--- src/rtl/amc_pkg.sv ---
package amc_pkg;

  typedef enum logic [2:0] {
    PH_IDLE   = 3'd0,
    PH_TURN   = 3'd1,
    PH_SETUP  = 3'd2,
    PH_STROBE = 3'd3,
    PH_HOLD   = 3'd4
  } phase_e;

  // A gap is owed when a previous access exists, the gap is non-zero,
  // and chip select or direction differs from that access.
  function automatic logic gap_owed(input logic prev_valid, input logic same_cs,
                                    input logic same_dir, input logic gap_nonzero);
    return prev_valid && gap_nonzero && !(same_cs && same_dir);
  endfunction

endpackage

--- src/rtl/amc_cs_decode.sv ---
module amc_cs_decode #(
  parameter int ADDR_W = 28,
  parameter int NUM_CS = 4,
  parameter int TW     = 4,
  localparam int CS_BITS = $clog2(NUM_CS),
  localparam int OFF_W   = ADDR_W - CS_BITS
) (
  input  logic [ADDR_W-1:0]    addr,
  input  logic                 write,
  input  logic [NUM_CS*TW-1:0] rd_setup,
  input  logic [NUM_CS*TW-1:0] rd_strobe,
  input  logic [NUM_CS*TW-1:0] rd_hold,
  input  logic [NUM_CS*TW-1:0] wr_setup,
  input  logic [NUM_CS*TW-1:0] wr_strobe,
  input  logic [NUM_CS*TW-1:0] wr_hold,
  input  logic [NUM_CS*TW-1:0] turn,
  input  logic [NUM_CS-1:0]    sel_strobe,
  input  logic [NUM_CS-1:0]    ext_wait,
  input  logic [NUM_CS-1:0]    wide,
  output logic [CS_BITS-1:0]   cs_idx,
  output logic [OFF_W-1:0]     offset,
  output logic [TW-1:0]        setup_len,
  output logic [TW-1:0]        strobe_len,
  output logic [TW-1:0]        hold_len,
  output logic [TW-1:0]        turn_len,
  output logic                 ss_en,
  output logic                 ew_en,
  output logic                 wide_en
);

  // Phase lengths never drop below one cycle.
  function automatic logic [TW-1:0] at_least_one(input logic [TW-1:0] v);
    return (v == '0) ? TW'(1) : v;
  endfunction

  function automatic logic [TW-1:0] field(input logic [NUM_CS*TW-1:0] vec,
                                          input logic [CS_BITS-1:0] idx);
    return vec[idx*TW +: TW];
  endfunction

  assign cs_idx = addr[ADDR_W-1 -: CS_BITS];
  assign offset = addr[OFF_W-1:0];

  assign setup_len  = at_least_one(write ? field(wr_setup, cs_idx)  : field(rd_setup, cs_idx));
  assign strobe_len = at_least_one(write ? field(wr_strobe, cs_idx) : field(rd_strobe, cs_idx));
  assign hold_len   = at_least_one(write ? field(wr_hold, cs_idx)   : field(rd_hold, cs_idx));
  assign turn_len   = field(turn, cs_idx);

  assign ss_en   = sel_strobe[cs_idx];
  assign ew_en   = ext_wait[cs_idx];
  assign wide_en = wide[cs_idx];

endmodule

--- src/rtl/amc_wait_sync.sv ---
module amc_wait_sync #(
  parameter int NUM_CS = 4
) (
  input  logic              clk,
  input  logic              rst_n,
  input  logic [NUM_CS-1:0] wait_pin,
  output logic [NUM_CS-1:0] wait_sync
);

  for (genvar g = 0; g < NUM_CS; g++) begin : g_sync
    logic meta_q;
    logic stable_q;
    always_ff @(posedge clk or negedge rst_n) begin
      if (!rst_n) begin
        meta_q   <= 1'b0;
        stable_q <= 1'b0;
      end else begin
        meta_q   <= wait_pin[g];
        stable_q <= meta_q;
      end
    end
    assign wait_sync[g] = stable_q;
  end

endmodule

--- src/rtl/amc_seq.sv ---
module amc_seq import amc_pkg::*; #(
  parameter int NUM_CS = 4,
  parameter int TW     = 4,
  parameter int OFF_W  = 26,
  parameter int DW     = 16,
  localparam int CS_BITS = $clog2(NUM_CS),
  localparam int BE_W    = DW / 8
) (
  input  logic               clk,
  input  logic               rst_n,
  input  logic               req_valid,
  input  logic               req_write,
  input  logic [OFF_W-1:0]   req_offset,
  input  logic [DW-1:0]      req_wdata,
  input  logic [BE_W-1:0]    req_be,
  input  logic [CS_BITS-1:0] dec_cs,
  input  logic [TW-1:0]      dec_setup,
  input  logic [TW-1:0]      dec_strobe,
  input  logic [TW-1:0]      dec_hold,
  input  logic [TW-1:0]      dec_turn,
  input  logic               dec_ss,
  input  logic               dec_ew,
  input  logic               dec_wide,
  input  logic [NUM_CS-1:0]  wait_sync,
  input  logic [DW-1:0]      mem_din,
  output phase_e             phase,
  output logic               req_ready,
  output logic [CS_BITS-1:0] cur_cs,
  output logic               cur_write,
  output logic               cur_ss,
  output logic               cur_wide,
  output logic [OFF_W-1:0]   cur_offset,
  output logic [DW-1:0]      cur_wdata,
  output logic [BE_W-1:0]    cur_be,
  output logic               rsp_valid,
  output logic [DW-1:0]      rsp_rdata,
  output logic               ev_accept,
  output logic               ev_extend,
  output logic               ev_capture,
  output logic               ev_done
);

  function automatic logic [DW-1:0] lane_keep(input logic wide);
    return wide ? {DW{1'b1}} : {{(DW/2){1'b0}}, {(DW/2){1'b1}}};
  endfunction

  phase_e             phase_q;
  logic [TW-1:0]      cnt_q;
  logic [TW-1:0]      setup_q, strobe_q, hold_q;
  logic               ew_q;
  logic               last_valid_q, last_wr_q;
  logic [CS_BITS-1:0] last_cs_q;
  logic               cnt_zero, go_gap;

  assign cnt_zero   = (cnt_q == '0);
  assign ev_accept  = (phase_q == PH_IDLE) && req_valid;
  assign go_gap     = gap_owed(last_valid_q, last_cs_q == dec_cs,
                               last_wr_q == req_write, dec_turn != '0);
  assign ev_extend  = (phase_q == PH_STROBE) && cnt_zero && ew_q && wait_sync[cur_cs];
  assign ev_capture = (phase_q == PH_STROBE) && cnt_zero && !ev_extend;
  assign ev_done    = (phase_q == PH_HOLD) && cnt_zero;
  assign req_ready  = (phase_q == PH_IDLE);
  assign phase      = phase_q;

  always_ff @(posedge clk or negedge rst_n) begin
    if (!rst_n) begin
      phase_q      <= PH_IDLE;
      cnt_q        <= '0;
      setup_q      <= '0;
      strobe_q     <= '0;
      hold_q       <= '0;
      ew_q         <= 1'b0;
      cur_cs       <= '0;
      cur_write    <= 1'b0;
      cur_ss       <= 1'b0;
      cur_wide     <= 1'b0;
      cur_offset   <= '0;
      cur_wdata    <= '0;
      cur_be       <= '0;
      last_valid_q <= 1'b0;
      last_wr_q    <= 1'b0;
      last_cs_q    <= '0;
      rsp_valid    <= 1'b0;
      rsp_rdata    <= '0;
    end else begin
      rsp_valid <= 1'b0;
      unique case (phase_q)
        PH_IDLE: begin
          if (ev_accept) begin
            cur_cs     <= dec_cs;
            cur_write  <= req_write;
            cur_ss     <= dec_ss;
            cur_wide   <= dec_wide;
            cur_offset <= req_offset;
            cur_wdata  <= req_wdata;
            cur_be     <= req_be;
            setup_q    <= dec_setup;
            strobe_q   <= dec_strobe;
            hold_q     <= dec_hold;
            ew_q       <= dec_ew;
            if (go_gap) begin
              phase_q <= PH_TURN;
              cnt_q   <= dec_turn - TW'(1);
            end else begin
              phase_q <= PH_SETUP;
              cnt_q   <= dec_setup - TW'(1);
            end
          end
        end
        PH_TURN: begin
          if (cnt_zero) begin
            phase_q <= PH_SETUP;
            cnt_q   <= setup_q - TW'(1);
          end else begin
            cnt_q <= cnt_q - TW'(1);
          end
        end
        PH_SETUP: begin
          if (cnt_zero) begin
            phase_q <= PH_STROBE;
            cnt_q   <= strobe_q - TW'(1);
          end else begin
            cnt_q <= cnt_q - TW'(1);
          end
        end
        PH_STROBE: begin
          if (!cnt_zero) begin
            cnt_q <= cnt_q - TW'(1);
          end else if (ev_capture) begin
            rsp_rdata <= cur_write ? '0 : (mem_din & lane_keep(cur_wide));
            phase_q   <= PH_HOLD;
            cnt_q     <= hold_q - TW'(1);
          end
        end
        PH_HOLD: begin
          if (cnt_zero) begin
            phase_q      <= PH_IDLE;
            rsp_valid    <= 1'b1;
            last_valid_q <= 1'b1;
            last_cs_q    <= cur_cs;
            last_wr_q    <= cur_write;
          end else begin
            cnt_q <= cnt_q - TW'(1);
          end
        end
        default: phase_q <= PH_IDLE;
      endcase
    end
  end

endmodule

--- src/rtl/async_mem_ctrl.sv ---
module async_mem_ctrl import amc_pkg::*; #(
  parameter int ADDR_W = 28,
  parameter int NUM_CS = 4,
  parameter int TW     = 4,
  parameter int DW     = 16,
  localparam int CS_BITS = $clog2(NUM_CS),
  localparam int OFF_W   = ADDR_W - CS_BITS,
  localparam int BE_W    = DW / 8
) (
  input  logic                 clk,
  input  logic                 rst_n,
  input  logic                 req_valid,
  output logic                 req_ready,
  input  logic                 req_write,
  input  logic [ADDR_W-1:0]    req_addr,
  input  logic [DW-1:0]        req_wdata,
  input  logic [BE_W-1:0]      req_be,
  output logic                 rsp_valid,
  output logic [DW-1:0]        rsp_rdata,
  input  logic [NUM_CS*TW-1:0] cfg_rd_setup,
  input  logic [NUM_CS*TW-1:0] cfg_rd_strobe,
  input  logic [NUM_CS*TW-1:0] cfg_rd_hold,
  input  logic [NUM_CS*TW-1:0] cfg_wr_setup,
  input  logic [NUM_CS*TW-1:0] cfg_wr_strobe,
  input  logic [NUM_CS*TW-1:0] cfg_wr_hold,
  input  logic [NUM_CS*TW-1:0] cfg_turn,
  input  logic [NUM_CS-1:0]    cfg_sel_strobe,
  input  logic [NUM_CS-1:0]    cfg_ext_wait,
  input  logic [NUM_CS-1:0]    cfg_wide,
  input  logic [NUM_CS-1:0]    mem_wait,
  input  logic [DW-1:0]        mem_din,
  output logic [NUM_CS-1:0]    mem_cs_n,
  output logic                 mem_oe_n,
  output logic                 mem_we_n,
  output logic [OFF_W-1:0]     mem_addr,
  output logic [DW-1:0]        mem_dout,
  output logic                 mem_dout_en,
  output logic [BE_W-1:0]      mem_be_n
);

  function automatic logic [DW-1:0] data_keep(input logic wide);
    return wide ? {DW{1'b1}} : {{(DW/2){1'b0}}, {(DW/2){1'b1}}};
  endfunction

  function automatic logic [BE_W-1:0] be_keep(input logic wide);
    return wide ? {BE_W{1'b1}} : {{(BE_W/2){1'b0}}, {(BE_W/2){1'b1}}};
  endfunction

  logic [CS_BITS-1:0] dec_cs, cur_cs;
  logic [OFF_W-1:0]   dec_off, cur_offset;
  logic [TW-1:0]      dec_setup, dec_strobe, dec_hold, dec_turn;
  logic               dec_ss, dec_ew, dec_wide;
  logic [NUM_CS-1:0]  wait_sync;
  phase_e             phase;
  logic               cur_write, cur_ss, cur_wide;
  logic [DW-1:0]      cur_wdata;
  logic [BE_W-1:0]    cur_be;
  logic               ev_accept, ev_extend, ev_capture, ev_done;
  logic               ev_active, ev_strobe;

  amc_cs_decode #(.ADDR_W(ADDR_W), .NUM_CS(NUM_CS), .TW(TW)) u_dec (
    .addr(req_addr), .write(req_write),
    .rd_setup(cfg_rd_setup), .rd_strobe(cfg_rd_strobe), .rd_hold(cfg_rd_hold),
    .wr_setup(cfg_wr_setup), .wr_strobe(cfg_wr_strobe), .wr_hold(cfg_wr_hold),
    .turn(cfg_turn), .sel_strobe(cfg_sel_strobe), .ext_wait(cfg_ext_wait), .wide(cfg_wide),
    .cs_idx(dec_cs), .offset(dec_off), .setup_len(dec_setup), .strobe_len(dec_strobe),
    .hold_len(dec_hold), .turn_len(dec_turn), .ss_en(dec_ss), .ew_en(dec_ew), .wide_en(dec_wide)
  );

  amc_wait_sync #(.NUM_CS(NUM_CS)) u_sync (
    .clk(clk), .rst_n(rst_n), .wait_pin(mem_wait), .wait_sync(wait_sync)
  );

  amc_seq #(.NUM_CS(NUM_CS), .TW(TW), .OFF_W(OFF_W), .DW(DW)) u_seq (
    .clk(clk), .rst_n(rst_n), .req_valid(req_valid), .req_write(req_write),
    .req_offset(dec_off), .req_wdata(req_wdata), .req_be(req_be),
    .dec_cs(dec_cs), .dec_setup(dec_setup), .dec_strobe(dec_strobe), .dec_hold(dec_hold),
    .dec_turn(dec_turn), .dec_ss(dec_ss), .dec_ew(dec_ew), .dec_wide(dec_wide),
    .wait_sync(wait_sync), .mem_din(mem_din),
    .phase(phase), .req_ready(req_ready), .cur_cs(cur_cs), .cur_write(cur_write),
    .cur_ss(cur_ss), .cur_wide(cur_wide), .cur_offset(cur_offset), .cur_wdata(cur_wdata),
    .cur_be(cur_be), .rsp_valid(rsp_valid), .rsp_rdata(rsp_rdata),
    .ev_accept(ev_accept), .ev_extend(ev_extend), .ev_capture(ev_capture), .ev_done(ev_done)
  );

  assign ev_active = (phase == PH_SETUP) || (phase == PH_STROBE) || (phase == PH_HOLD);
  assign ev_strobe = (phase == PH_STROBE);

  for (genvar g = 0; g < NUM_CS; g++) begin : g_cs
    logic hit;
    assign hit         = (cur_cs == CS_BITS'(g));
    assign mem_cs_n[g] = !(hit && (cur_ss ? ev_strobe : ev_active));
  end

  assign mem_oe_n    = !(ev_strobe && !cur_write);
  assign mem_we_n    = !(ev_strobe && cur_write);
  assign mem_addr    = cur_offset;
  assign mem_dout    = cur_wdata & data_keep(cur_wide);
  assign mem_dout_en = ev_active && cur_write;
  assign mem_be_n    = ev_active ? ~(cur_be & be_keep(cur_wide)) : {BE_W{1'b1}};

endmodule

--- config.mk ---
export PLATFORM = sky130hd
export DESIGN_NAME = async_mem_ctrl
export DESIGN_NICKNAME = d
export VERILOG_FILES = /design/src/rtl/amc_pkg.sv /design/src/rtl/amc_cs_decode.sv /design/src/rtl/amc_wait_sync.sv /design/src/rtl/amc_seq.sv /design/src/rtl/async_mem_ctrl.sv
export SDC_FILE = /design/constraint.sdc
export NUM_CORES = 1
export LEC_CHECK = 0
export BUFFER_PORTS_ARGS = -buffer_cell sky130_fd_sc_hd__buf_2
export CAP_MARGIN = 20
export CORE_AREA = 3 3 117 119
export DETAILED_ROUTE_END_ITERATION = 12
export DIE_AREA = 0 0 120 122
export GPL_TIMING_DRIVEN = 0
export PLACE_DENSITY = 0.84
export SYNTH_ARGS = -nofsm -noshare
export SYNTH_HDL_FRONTEND = slang
export SYNTH_SLANG_ARGS = --single-unit
--- constraint.sdc ---
create_clock -name clk -period 3.2 [get_ports clk]
set_input_delay 0.16 -clock clk [delete_from_list [all_inputs] [get_ports clk]]
set_output_delay 0.16 -clock clk [all_outputs]
set_load 0.02 [all_outputs]
# After elaboration in Yosys (flattened, before gate mapping)
# Cells that the tools add are included.
# word_totals
in_bits	194
wordCells	138
out_inout_bits	69
regBits	98
# classes
eq_ne	17
muxes	37
reduce_logical	39
bitwise	4
order_cmp	2
addsub	6
shift	7
# ops
operator	n
$shiftx 16x5->4	7
$mux 4	13
$and 16x16->16	2
$mux 16	2
$sub 4x1->4 const B	6
$pmux 4 s5	1
$mux 3	6
$logic_not 4->1	4
$logic_and 1x1->1	15
$pmux 3 s5	1
$ne 2x1->1 const B	5
$logic_not 1->1	9
$bmux 1 s2	4
$mux 1	7
$eq 3x2->1 const B	2
$lt 2x3->1 const B	2
$mux 2	3
$reduce_and 6->1	1
$reduce_bool 5->1	1
$eq 2x2->1 const B	2
$ne 2x2->1 const B	2
$reduce_and 2->1	2
$reduce_and 4->1	1
$reduce_bool 4->1	1
other kinds (12)	13

# Longest topological paths before layout
# depth
depth_word	9
depth_mapped	11
ltp_nobuf	8

# Hierarchy
# From an unflattened synthesis, not the netlist that was laid out.
# hier_totals
hier_cells	468
area_unflattened_um2	5715.5
# by_module_without_submodules
mod	cells_each	instances	area_each_um2	seq_area_each_um2
amc_seq	350	1	4175.3	2252.2
amc_cs_decode	82	1	1156.1	0.0
amc_wait_sync	12	1	230.2	200.2
async_mem_ctrl	24	1	153.9	0.0

# Least setup slack after synthesis
# OpenSTA, ideal clock, no wires.
# synth_path
path_type	in2reg
start	in req_write
end	reg u_seq.cnt_q[1]
cell_stages	9
t_arrival_ps	2199
required_ps	3061
setup_time_ps	139
setup_slack_ps	862
cell_sequence	buf_4 > mux4_2 > mux2_2 > o31ai_2 > mux2i_1 > ha_1 > nor2_1 > a2111oi_0 > a21oi_1
# synth_via
elab_chain_cells	7
elab_cells_between_ends	11
# synth_lines
item	line	rtl
start, declared	async_mem_ctrl.sv:14	input logic req_write,
$mux 4 or $eq 1x1->1 (tied branches)	amc_cs_decode.sv:44, amc_seq.sv:58	
$logic_not 4->1 or $logic_and 1x1->1 (tied branches)	amc_cs_decode.sv:33, amc_pkg.sv:15	
$mux 4 or $logic_not 1->1 (tied branches)	amc_cs_decode.sv:33, amc_pkg.sv:15	
$sub 4x1->4 or $logic_and 1x1->1 (tied branches)	amc_seq.sv:106, amc_pkg.sv:15	
$mux 4 *	amc_seq.sv:101	if (go_gap) begin
$mux 4 *	amc_seq.sv:89	if (ev_accept) begin
$pmux 4 s5 *	amc_seq.sv:87	unique case (phase_q)
end signal, assigned	amc_seq.sv:103	cnt_q <= dec_turn - TW'(1);
end signal, assigned	amc_seq.sv:106	cnt_q <= dec_setup - TW'(1);
end signal, assigned	amc_seq.sv:113	cnt_q <= setup_q - TW'(1);
end, declared	amc_seq.sv:48	logic [TW-1:0] cnt_q;
# Every way passes the cells marked *; elsewhere a longest branch is shown, timed or not. The select of a mux whose other input is x is not followed.
# A chain may end at the register's enable or synchronous reset.

==> results <==
- The run finished with clean final reports.
- The floorplan has 41 rows.
- The startpoint type of the worst setup path is a register.
- For the final database, setup skew stands at 11.86 ps.
- The kind of path behind the tightest hold check is primary input to register.
- During placement, the flow inserted port buffers numbering 261.
- Post-CTS repair changed the size of 0 cells.
- The estimated wirelength of the detail-placed design is 12.99 mm.
- The required time reported for the critical path endpoint is 3430 ps.
- The clock latency at the later pin of the worst-skew pair is 340 ps.
- The final route contains 5116 vias.
- The worst register-to-register path has a setup slack of 560 ps.
- Global routing used 22.04% of the available tracks.
- The width of the die is 120 um.
- Clock-pin slew was measured on the worst setup and hold paths at 80 ps.
- The pin count of the biggest net entering global routing is 74.
- After detailed routing, the number of remaining DRC violations is 0.
- The async set or reset register ratio after synthesis is 100.0%.
- After layout, the worst path uses 82.61% of the clock period.
- The total power after layout is 6382 uW.
- In this run, flip-flops and latches consume 34.4% of the power.
- Counting every sink on the clock net gives 98.
- By area the synthesized netlist is led by dfrtp_1 46%, nand2_1 14%, mux4_2 13%.
- Yosys mapped the design onto 46 distinct sky130hd cell types.
- The time the final worst path needs with I/O delays and setup is 2644 ps.
- In the post-synthesis netlist, the cell with the most instances is nand2_1.
- During synthesis, Yosys emitted a total of 0 warnings.
- Summed over its instances, the top area cell type makes up 45.79% of the synthesized netlist area.
- The first global-routing pass estimated 25.50 mm of wire.
- The critical path is of the register to register type.
- Power spread over the standard cell area amounts to 875.3 nW/um^2.
- The instance count along the most critical hold path is 3.
- The final number of hold-violating endpoints is 0.
- The number of nets with antenna violations after routing is 0.
- The power dissipated by switching net loads is 2803 uW.
- The first-pass iteration count of the detailed router is 4.
- The leakage power total is 0.003770 uW.
- The worst pin sits at a relative slew slack of 47.19%.
- The CTS buffer count is 9.
- The combinational fraction of design power is 49.3%.
- The full die area is 14640 um^2.
- For the worst setup path, the data arrival time is 2870 ps.
- TritonCTS built the clock tree.
- The post-detailed-route wirelength per cell is 16.26 um.
- Summed over all layers, the routed wires come to 16.42 mm.
- The total nets after synthesis is 749.
- The number of antenna violations at the first check in global routing is 0.
- The via count of the first global-routing pass was 5150.
- For this run, the register share of the synthesized area comes to 45.79%.
- The switching share of total power is 43.92%.
- After synthesis the netlist holds a flip-flop and latch count of 98.
- Setup violations remaining at the end of the flow were counted as 0.
- The cell at the root of the clock tree is clkbuf_16.
- The last weighted congestion value of the routability-driven placer is 0.8784.
- Across the run, the number of max-cap violations was 0.
- Counting along the longest clock path gives a buffer depth of 2.
- The type of destination of the critical path is a register.
- The commonest cells after synthesis are 197 x nand2_1, 98 x dfrtp_1, 32 x mux4_2.
- Using the TritonRoute via totals, the vias-per-cell ratio works out to 5.065.
- The most used flip-flop cell after synthesis is dfrtp_1.
- The top achievable clock speed is 378.3 MHz.
- The cell depth of the worst flop-to-flop path is 11.
- The core region is 12670 um^2.
- The biggest area contributor in the post-synthesis netlist is dfrtp_1.
- The startpoint of the lowest-slack register-to-register path is u_seq.cnt_q[0].
- The net count of the finished layout is 1032.
- The cell-internal power is 3579 uW.
- The clock power share is 16.3%.
- The average instance in the mapped netlist occupies 9.737 um^2.
- The startpoint identified for the worst hold timing path is req_addr[18].
- The combined area of all synthesized cells is 5355 um^2.
- The share of layout cells above drive strength 1 is 41.05%.
- The post-synthesis cell count is 550.
- The number of enable flip-flop cells after synthesis is 0.
- The total overflow left after global routing is 0.
- The initial utilization of the core area, before any placement, comes to 42.26%.
- The number of pins exceeding their max-slew limit in the final report is 0.
- The sum of negative setup slack is 0 ps.
- The largest vdd supply drop is 500.9 uV.
- The height of the die is 122 um.
- After the first detailed-routing iteration, the DRC count stood at 217.
- The number of H-tree levels is 3.
- The count of inserted antenna diode cells is 0.
- The worst hold path terminates at u_seq.cur_offset[18].
- Setup repair after global routing left no endpoint under its margin.
- During I/O placement, the number of pins put on the boundary was 263.
- The layout overhead on the synthesized area is 36.17%.
- The slew of the pin with the lowest slew margin is 792.2 ps.
- Of all nets on the critical path, the largest fanout is 10.
- In this run the critical register-to-register path is captured at u_seq.cur_offset[9].
==> logic make-up (layout without fill, tap and decap cells) <==
| logic type | count (synthesis) | after routing | synth area share [%] |
|---|---|---|---|
| AOI/OAI and AO/OA | 60 | 60 | 7.033 |
| xor gates and xnor gates | 11 | 11 | 1.799 |
| adders and majority gates | 5 | 5 | 1.168 |
| buffers and inverters | 50 | 338 | 4.463 |
| DFF | 98 | 98 | 45.79 |
| muxes | 56 | 56 | 18.22 |
| and+or+nand+nor | 270 | 270 | 21.52 |
==> cells in the final DEF, fill, tap and decap left out, types with 2 or more instances in the layout <==
| cell type | n |
|---|---|
| a2bb2oi_1 | 2 |
| clkbuf_1 | 21 |
| nand2_1 | 197 |
| ha_1 | 5 |
| o21ai_0 | 8 |
| a31oi_1 | 4 |
| inv_8 | 2 |
| o31ai_2 | 2 |
| mux4_2 | 32 |
| nor2_1 | 20 |
| nand2b_1 | 14 |
| a2111oi_0 | 3 |
| xor2_1 | 9 |
| nor2b_1 | 4 |
| dlygate4sd3_1 | 10 |
| dfrtp_1 | 98 |
| buf_1 | 2 |
| mux2i_1 | 15 |
| mux2_2 | 8 |
| or2_2 | 2 |
| or3_1 | 6 |
| buf_4 | 10 |
| o21ai_1 | 19 |
| a21oi_1 | 11 |
| nand3_1 | 7 |
| o31ai_1 | 2 |
| clkbuf_16 | 9 |
| xnor2_1 | 2 |
| inv_1 | 9 |
| nor3_1 | 5 |
| clkinvlp_4 | 2 |
| buf_2 | 268 |
| and2_1 | 9 |
==> per-layer routing <==
metal / up-vias / routed length (um) / share of wire, % / global-route usage, %
met5: - / 0 / 0 / 0
met3: 30 / 1064 / 6.5 / 4.364
li1: 2419 / - / - / -
met2: 213 / 8647 / 53 / 39.34
met1: 2454 / 6295 / 38 / 26.55
met4: 0 / 416 / 2.5 / 7.874
==> cell type report <==
class / count / area, um^2
plain buffers: 41 / 205.2
clock buffers: 9 / 225.2
clock inverters: 7 / 60.06
fillers: 1137 / 5379
inverters: 9 / 33.78
multi-input cells: 402 / 2664
flip-flops and latches: 98 / 2452
well taps: 172 / 215.2
repair buffers: 272 / 1436
==> flip-flops by register name (all words and copies together), names as in the netlist <==
name                    cells
u_seq.cur_wdata            16
u_seq.ew_q                  1
u_seq.cur_write             1
u_seq.cur_be                2
u_seq.setup_q               4
u_seq.strobe_q              4
u_sync.g_sync.meta_q        4
u_seq.cur_cs                2
u_seq.cur_offset           26
u_seq.rsp_rdata            16
u_seq.cur_wide              1
u_seq.last_valid_q          1
u_seq.cur_ss                1
u_seq.phase                 3
u_seq.rsp_valid             1
u_seq.last_wr_q             1
u_seq.cnt_q                 4
u_seq.last_cs_q             2
u_seq.hold_q                4
u_sync.g_sync.stable_q      4
==> worst max-delay path by stage <==
stage                        start             endpoint  depth (start not counted)
floorplan                req_write       u_seq.cnt_q[1]                          9
global placement      req_addr[27]       u_seq.cnt_q[1]                         10
detailed placement    req_addr[27]       u_seq.cnt_q[1]                         10
CTS                 u_seq.cnt_q[0]   u_seq.cur_wdata[2]                         11
global route        u_seq.cnt_q[0]  u_seq.cur_offset[9]                         11
finish              u_seq.cnt_q[0]  u_seq.cur_offset[9]                         11
==> critical path, cell delays in order, from the launching register on <==
cell and delay, ps:
dfrtp_1 410, inv_1 90, ha_1 190, nor3b_1 260
clkbuf_1 360, o21ai_0 170, o211ai_1 300, nor2_1 140
buf_2 220, buf_2 210, nand2_1 100, nand2_1 60
==> through the flow <==
| stage | setup slack, ps | util [%] | hold WS [ps] | cell area (um^2) | cells |
|---|---|---|---|---|---|
| global placement | 562.7 | 54.27 | 268.6 | 6877 | 983 |
| CTS | 567.4 | 57.55 | 1.769 | 7292 | 1010 |
| finish | 556.5 | 57.55 | 8.900 | 7292 | 1010 |
| global route | 266.8 | 57.55 | 10.51 | 7292 | 1010 |
| detailed placement | 538.5 | 54.51 | 109.8 | 6907 | 984 |
| floorplan | 862.4 | - | -135.6 | 5355 | 550 |
==> power by group through the flow <==
stage / registers [uW] / clock network, uW / logic [uW]
3_5_place_dp: 2210 / 0 / 3170
3_3_place_gp: 2180 / 0 / 3060
5_1_grt: 2270 / 1110 / 3490
6_report: 2200 / 1040 / 3150
2_1_floorplan: 2450 / 0 / 1810
4_1_cts: 2200 / 1060 / 3170
==> timing repair <==
action,CTS,global route
endpoints found under the hold margin,34,0
setup endpoints to repair,0,0
buffers inserted,0,0
hold buffers,10,0
(Power assumes the default switching activity.)
